`config.mk`:
```
export PLATFORM = sky130hd
export DESIGN_NAME = case_branch_unit
export DESIGN_NICKNAME = d
export VERILOG_FILES = /design/src/rtl/cbu_pkg.sv /design/src/rtl/cbu_cond_mux.sv /design/src/rtl/cbu_irq_capture.sv /design/src/rtl/cbu_prio_enc.sv /design/src/rtl/case_branch_unit.sv
export SDC_FILE = /design/constraint.sdc
export NUM_CORES = 1
export LEC_CHECK = 0
export ABC_AREA = 1
export BUFFER_PORTS_ARGS = -buffer_cell sky130_fd_sc_hd__buf_2
export CAP_MARGIN = 10
export CORE_MARGIN = 3
export CORE_UTILIZATION = 47
export CTS_CLUSTER_SIZE = 40
export DETAILED_ROUTE_END_ITERATION = 6
export PLACE_DENSITY_LB_ADDON = 0.3
export SYNTH_ARGS = -nofsm -noshare
export SYNTH_HDL_FRONTEND = slang
export SYNTH_SLANG_ARGS = --single-unit
```
`constraint.sdc`:
```
create_clock -name clk_i -period 3.1 [get_ports clk_i]
set_input_delay 0.62 -clock clk_i [delete_from_list [all_inputs] [get_ports clk_i]]
set_output_delay 0.62 -clock clk_i [all_outputs]
set_load 0.03 [all_outputs]
```
`src/rtl/cbu_pkg.sv`:
```
package cbu_pkg;
  // width of a standard CASE code: four conditions tested per cycle
  localparam int CASE_BITS = 4;
  // offset used by priority CASE when no source is active
  localparam int FALLTHRU_OFS = (1 << CASE_BITS) - 1;
endpackage

```
`src/rtl/cbu_cond_mux.sv`:
```
module cbu_cond_mux #(
  parameter int N_EXT = 8,
  parameter int N_INT = 14,
  parameter int SEL_W = 5
) (
  input  logic [N_EXT-1:0] ext_cond_i,
  input  logic [N_INT-1:0] int_cond_i,
  input  logic [SEL_W-1:0] sel_i,
  input  logic             pol_i,
  output logic             hit_o
);
  localparam int N_TOT = N_EXT + N_INT;
  localparam int N_PAD = 1 << SEL_W;

  logic [N_PAD-1:0] pool;

  // unused selector codes read as false before polarity
  always_comb begin
    pool = '0;
    pool[N_TOT-1:0] = {int_cond_i, ext_cond_i};
  end

  assign hit_o = pool[sel_i] ^ pol_i;
endmodule

```
`src/rtl/cbu_irq_capture.sv`:
```
module cbu_irq_capture #(
  parameter int N_SRC = 4
) (
  input  logic             clk_i,
  input  logic             rst_ni,
  input  logic [N_SRC-1:0] irq_i,
  input  logic [N_SRC-1:0] ack_i,
  output logic [N_SRC-1:0] pend_o
);
  logic [N_SRC-1:0] prev_q;
  logic [N_SRC-1:0] pend_q;
  logic [N_SRC-1:0] edge_det;

  assign edge_det = irq_i & ~prev_q;

  always_ff @(posedge clk_i or negedge rst_ni) begin
    if (!rst_ni) begin
      prev_q <= '0;
      pend_q <= '0;
    end else begin
      prev_q <= irq_i;
      // a fresh edge wins over an acknowledge in the same cycle
      pend_q <= (pend_q & ~ack_i) | edge_det;
    end
  end

  assign pend_o = pend_q;

  for (genvar i = 0; i < N_SRC; i++) begin : g_chk
    AST_EDGE_SETS_PEND: assert property (@(posedge clk_i) disable iff (!rst_ni)
      (irq_i[i] && !prev_q[i]) |=> pend_o[i]);
    AST_PEND_HOLDS: assert property (@(posedge clk_i) disable iff (!rst_ni)
      (pend_o[i] && !ack_i[i]) |=> pend_o[i]);
    AST_ACK_CLEARS: assert property (@(posedge clk_i) disable iff (!rst_ni)
      (ack_i[i] && !(irq_i[i] && !prev_q[i])) |=> !pend_o[i]);
  end
endmodule

```
`src/rtl/cbu_prio_enc.sv`:
```
module cbu_prio_enc #(
  parameter int N_SRC = 8,
  parameter int IDX_W = 3
) (
  input  logic             clk_i,
  input  logic             rst_ni,
  input  logic [N_SRC-1:0] req_i,
  output logic             hit_o,
  output logic [IDX_W-1:0] idx_o,
  output logic [N_SRC-1:0] grant_o
);
  // lowest index has the highest rank
  always_comb begin
    idx_o = '0;
    for (int i = N_SRC - 1; i >= 0; i--) begin
      if (req_i[i]) idx_o = IDX_W'(i);
    end
  end

  assign hit_o   = |req_i;
  assign grant_o = req_i & (~req_i + N_SRC'(1));

  AST_GRANT_ONEHOT: assert property (@(posedge clk_i) disable iff (!rst_ni)
    $onehot0(grant_o));
  AST_GRANT_MATCH_IDX: assert property (@(posedge clk_i) disable iff (!rst_ni)
    hit_o |-> (grant_o[idx_o] && req_i[idx_o]));
endmodule

```
`src/rtl/case_branch_unit.sv`:
```
module case_branch_unit
  import cbu_pkg::*;
#(
  parameter int N_EXT_COND = 8,
  parameter int N_INT_COND = 14,
  parameter int N_EXT_IRQ  = 4,
  parameter int N_INT_IRQ  = 4,
  parameter int ADDR_W     = 10,
  localparam int SEL_W     = $clog2(N_EXT_COND + N_INT_COND),
  localparam int N_IRQ     = N_EXT_IRQ + N_INT_IRQ,
  localparam int VEC_W     = $clog2(N_IRQ)
) (
  input  logic                   clk_i,
  input  logic                   rst_ni,
  input  logic [N_EXT_COND-1:0]  ext_cond_i,
  input  logic [N_INT_COND-1:0]  int_cond_i,
  input  logic [CASE_BITS*SEL_W-1:0] case_sel_i,
  input  logic [CASE_BITS-1:0]   case_pol_i,
  input  logic [SEL_W-1:0]       jmp_sel_i,
  input  logic                   jmp_pol_i,
  input  logic [ADDR_W-1:0]      base_addr_i,
  input  logic [N_EXT_IRQ-1:0]   ext_irq_i,
  input  logic [N_INT_IRQ-1:0]   int_irq_i,
  input  logic [N_EXT_IRQ-1:0]   irq_ack_i,
  input  logic                   mask_we_i,
  input  logic [N_IRQ-1:0]       mask_wdata_i,
  output logic [ADDR_W-1:0]      case_target_o,
  output logic [ADDR_W-1:0]      prio_target_o,
  output logic                   cond_true_o,
  output logic                   irq_req_o,
  output logic [VEC_W-1:0]       irq_vec_o
);
  logic [CASE_BITS-1:0] case_code;
  logic [N_EXT_IRQ-1:0] pend;
  logic [N_IRQ-1:0]     mask_q;
  logic [N_IRQ-1:0]     active;
  logic [N_IRQ-1:0]     grant;
  logic                 prio_hit;
  logic [VEC_W-1:0]     prio_idx;
  logic [ADDR_W-1:0]    prio_ofs;

  // condition testing: four CASE lanes plus one jump lane
  for (genvar j = 0; j < CASE_BITS; j++) begin : g_case
    cbu_cond_mux #(
      .N_EXT (N_EXT_COND),
      .N_INT (N_INT_COND),
      .SEL_W (SEL_W)
    ) u_mux (
      .ext_cond_i (ext_cond_i),
      .int_cond_i (int_cond_i),
      .sel_i      (case_sel_i[j*SEL_W +: SEL_W]),
      .pol_i      (case_pol_i[j]),
      .hit_o      (case_code[j])
    );
  end

  cbu_cond_mux #(
    .N_EXT (N_EXT_COND),
    .N_INT (N_INT_COND),
    .SEL_W (SEL_W)
  ) u_jmp_mux (
    .ext_cond_i (ext_cond_i),
    .int_cond_i (int_cond_i),
    .sel_i      (jmp_sel_i),
    .pol_i      (jmp_pol_i),
    .hit_o      (cond_true_o)
  );

  assign case_target_o = {base_addr_i[ADDR_W-1:CASE_BITS], case_code};

  // interrupt capture, mask and ranking
  cbu_irq_capture #(
    .N_SRC (N_EXT_IRQ)
  ) u_capture (
    .clk_i  (clk_i),
    .rst_ni (rst_ni),
    .irq_i  (ext_irq_i),
    .ack_i  (irq_ack_i),
    .pend_o (pend)
  );

  always_ff @(posedge clk_i or negedge rst_ni) begin
    if (!rst_ni)        mask_q <= '0;
    else if (mask_we_i) mask_q <= mask_wdata_i;
  end

  // internal sources rank above external ones
  assign active = {pend, int_irq_i} & mask_q;

  cbu_prio_enc #(
    .N_SRC (N_IRQ),
    .IDX_W (VEC_W)
  ) u_prio (
    .clk_i   (clk_i),
    .rst_ni  (rst_ni),
    .req_i   (active),
    .hit_o   (prio_hit),
    .idx_o   (prio_idx),
    .grant_o (grant)
  );

  assign prio_ofs      = prio_hit ? ADDR_W'(prio_idx) : ADDR_W'(FALLTHRU_OFS);
  assign prio_target_o = base_addr_i + prio_ofs;
  assign irq_req_o     = prio_hit;
  assign irq_vec_o     = prio_idx;

  AST_MASK_HOLDS: assert property (@(posedge clk_i) disable iff (!rst_ni)
    !mask_we_i |=> $stable(mask_q));
  AST_MASKED_QUIET: assert property (@(posedge clk_i) disable iff (!rst_ni)
    (mask_q == '0) |-> !irq_req_o);
  AST_VEC_IS_ENABLED: assert property (@(posedge clk_i) disable iff (!rst_ni)
    irq_req_o |-> (mask_q[irq_vec_o] && grant[irq_vec_o]));
endmodule

```
==> flow_summary_export.csv <==
group,metric,value,unit
status,outcome,"complete, but fails checks",
status,violations,"negative setup slack",
final_layout,drive_gt1_share,34.6,%
synthesis,netlist_area,2250,um2
timing,setup_tns,-0.140,ns
synthesis,synth_cells,404,
final_layout,nFillCells,408,
route,avgViaCountPerCell,5.34,
pwr,powerDensity,320,nW/um2
grt,grt_overflow,0,
place,place_ws,-0.146,ns
critical_path,cp.arrival,2.62,ns
timing,fin_ws,-0.140,ns
synthesis,synth_area_leader_cell,"nand2_1",
critical_path,criticalPathCategory,"input pin to output pin",
timing,finalHoldViolCount,0,
synthesis,ys_types,23,
final_layout,nets,621,
clock_network,numCtsBuffers,3,
timing,worst_pin_slew,0.343,ns
synthesis,synth_fp_nets,494,
critical_path,reg2reg_slack,2.32,ns
grt,track_usage,26.0,%
timing,fin_crit_sh,105,%
synthesis,synth_area_leaders,"nand2_1 26%, nand3_1 19%, dfrtp_1 18%",
timing,slew_violations,0,
final_layout,antennaDiodeCount,0,
critical_path,critical_path_required,2.48,ns
floorplanning,die_area,5650,um2
clock_network,clkTransAtPathRegs,0.06,ns
floorplanning,die_w,75.2,um
timing,max-slew-margin-rel,77.2,%
critical_path,ff2ff_path_depth,1,
critical_path,path_max_fanout,2,
timing,fin_skew,0.00274,ns
route,via_count,3105,
clock_network,cts_tree,"yes",
route,wire_per_inst,13.3,um
final_layout,area_growth,40.0,%
worst_hold_path,holdCritPathClass,"input pin to async pin",
clock_network,cts_max_level,1,
job,maxCapViolations,0,
timing,period_minus_slack,3.24,ns
clock_network,cts.sinks,16,
clock_network,clock_latency,0.24,ns
place,gp_congestion,0.906,
final_layout,regArea,400,um2
critical_path,critPathLaunchType,"input pin",
grt,antenna_found_initial,0,
synthesis,ys_warn_count,0,
timing,timing.fmax,309,MHz
clock_network,holdBufCountCts,0,
pwr,ir_drop,0.355,mV
clock_network,ctsLongestPathBuffers,2,
pwr,leakage,1.87,nW
place,dpl.hpwl,5430,um
route,first_iter_violations,272,
pwr,power,0.00101,W
floorplanning,die_h,75.2,um
clock_network,cts_root_buffer,"clkbuf_8",
grt,grt_pass1_vias,2722,
route,drc_errors,0,
floorplanning,pin_count,110,
grt,grt_pass1_wl,11700,um
timing,finalSetupViolations,1,
floorplanning,fp.coreArea,4470,um2
synthesis,synth-seq-cells,16,
synthesis,synth-seq-area-share,17.8,%
floorplanning,start_util,50.3,%
critical_path,crit-reg2reg-capture,"mask_q[1]$_DFFE_PN0P_",
final_layout,multi_input_area,1600,um2
critical_path,r2r-start,"mask_q[1]$_DFFE_PN0P_",
timing,rsz0062_at_grt,"yes",
floorplanning,rows,24,
grt,grt_max_degree,17,
critical_path,cp-end-kind,"output pin",
route,drt.antenna.violating_nets,0,
place,portBuffers,109,
synthesis,synth_top_area_share,26.0,%
synthesis,avgSynthCellArea,5.57,um2
route,firstDrtPassIters,5,
final_layout,layout_commonest_cell,"nand2_1",
route,routed_wl,7710,um
final_layout,mostFrequentLayoutCells,"147 x nand2_1, 102 x buf_2, 84 x nand3_1",
-- flip-flops by register name, indices dropped and copies added (netlist names) --
signal	flops
mask_q	8
u_capture.pend_o	4
u_capture.prev_q	4
-- worst max-delay path by stage --
stage                                  startpoint          endpoint
CTS                 u_capture.pend_o[2]$_DFF_PN0_  prio_target_o[6]
floorplan                            int_irq_i[0]  prio_target_o[4]
detailed placement                   int_irq_i[3]  prio_target_o[8]
global placement                     int_irq_i[2]  prio_target_o[8]
finish                               int_irq_i[2]      irq_vec_o[2]
global route                         int_irq_i[2]      irq_vec_o[2]
-- through the flow --
stage / hold slack [ns] / util (%) / cell area, um2 / std cells
after floorplan: 0.324 / - / 2280 / 404
after global placement: 0.404 / 63.1 / 2820 / 557
after detailed placement: 0.413 / 63.1 / 2820 / 557
after CTS: 0.282 / 68.5 / 3060 / 580
after global routing: 0.291 / 70.4 / 3150 / 581
final: 0.278 / 70.4 / 3150 / 581
-- worst max-delay path: stages --
cell and delay (ns):
buf_2 0.11, nand2_2 0.08, nand2_2 0.07, nor2_2 0.17, inv_2 0.08, buf_4 0.13, buf_4 0.12, buf_4 0.12
buf_4 0.12, buf_4 0.12, buf_4 0.12, buf_4 0.12, buf_4 0.12, buf_4 0.12, buf_4 0.13, nor2_2 0.12
buf_6 0.15
-- cell usage after synthesis (all sizes together) --
| library cell | instances |
|---|---|
| o21ai | 13 |
| ha | 4 |
| o2111ai | 5 |
| nand3b | 1 |
| a21oi | 4 |
| nor2 | 13 |
| buf | 15 |
| dfrtp | 16 |
| mux2 | 7 |
| clkbuf | 1 |
| nand3 | 87 |
| xor2 | 8 |
| nand4 | 1 |
| fa | 1 |
| inv | 66 |
| o22ai | 4 |
| nand2 | 157 |
| a31oi | 1 |
-- power breakdown --
group	switching, W	leakage (nW)	internal [W]
Clock	0.0000587	0.0216	0.0000857
Sequential	0.0000115	0.189	0.000227
Combinational	0.000367	1.66	0.000258
Total	0.000437	1.87	0.000571
-- layer usage --
metal | routed length, um | vias up | global-route usage, % | part of all wire [%]
met2 | 3850 | 161 | 45.0 | 50
met5 | 0 | - | 0 | 0
met1 | 2970 | 1385 | 33.9 | 39
met3 | 646 | 28 | 1.60 | 8.4
li1 | - | 1531 | - | -
met4 | 233 | 0 | 10.1 | 3.0
-- final cells by class --
class	instances	area share, %
Clock buffer	3	1.31
Multi-Input combinational cell	306	50.8
Tap cell	52	2.07
Sequential cell	16	12.7
Timing Repair Buffer	138	25.3
Inverter	66	7.86
-- what timing repair did --
action                                  CTS  global route
pin swaps                                12            11
setup buffers                            20             1
hold endpoints to repair                  0             0
gates resized for setup                  16            26
endpoints found under the setup margin    3             9
-- kinds of logic (layout without fill, tap and decap cells) --
logic type      count (synthesis)  in the layout  share of synthesized area [%]
fa+ha+maj                       5              5                           3.11
mux                             7              7                           3.50
flops                          16             16                           17.8
buf+inv                        82            207                           16.7
simple gates                  259            259                           48.7
compound gates                 27             27                           7.12
xor+xnor                        8              8                           3.11
Power figures use the tool's default switching activity.
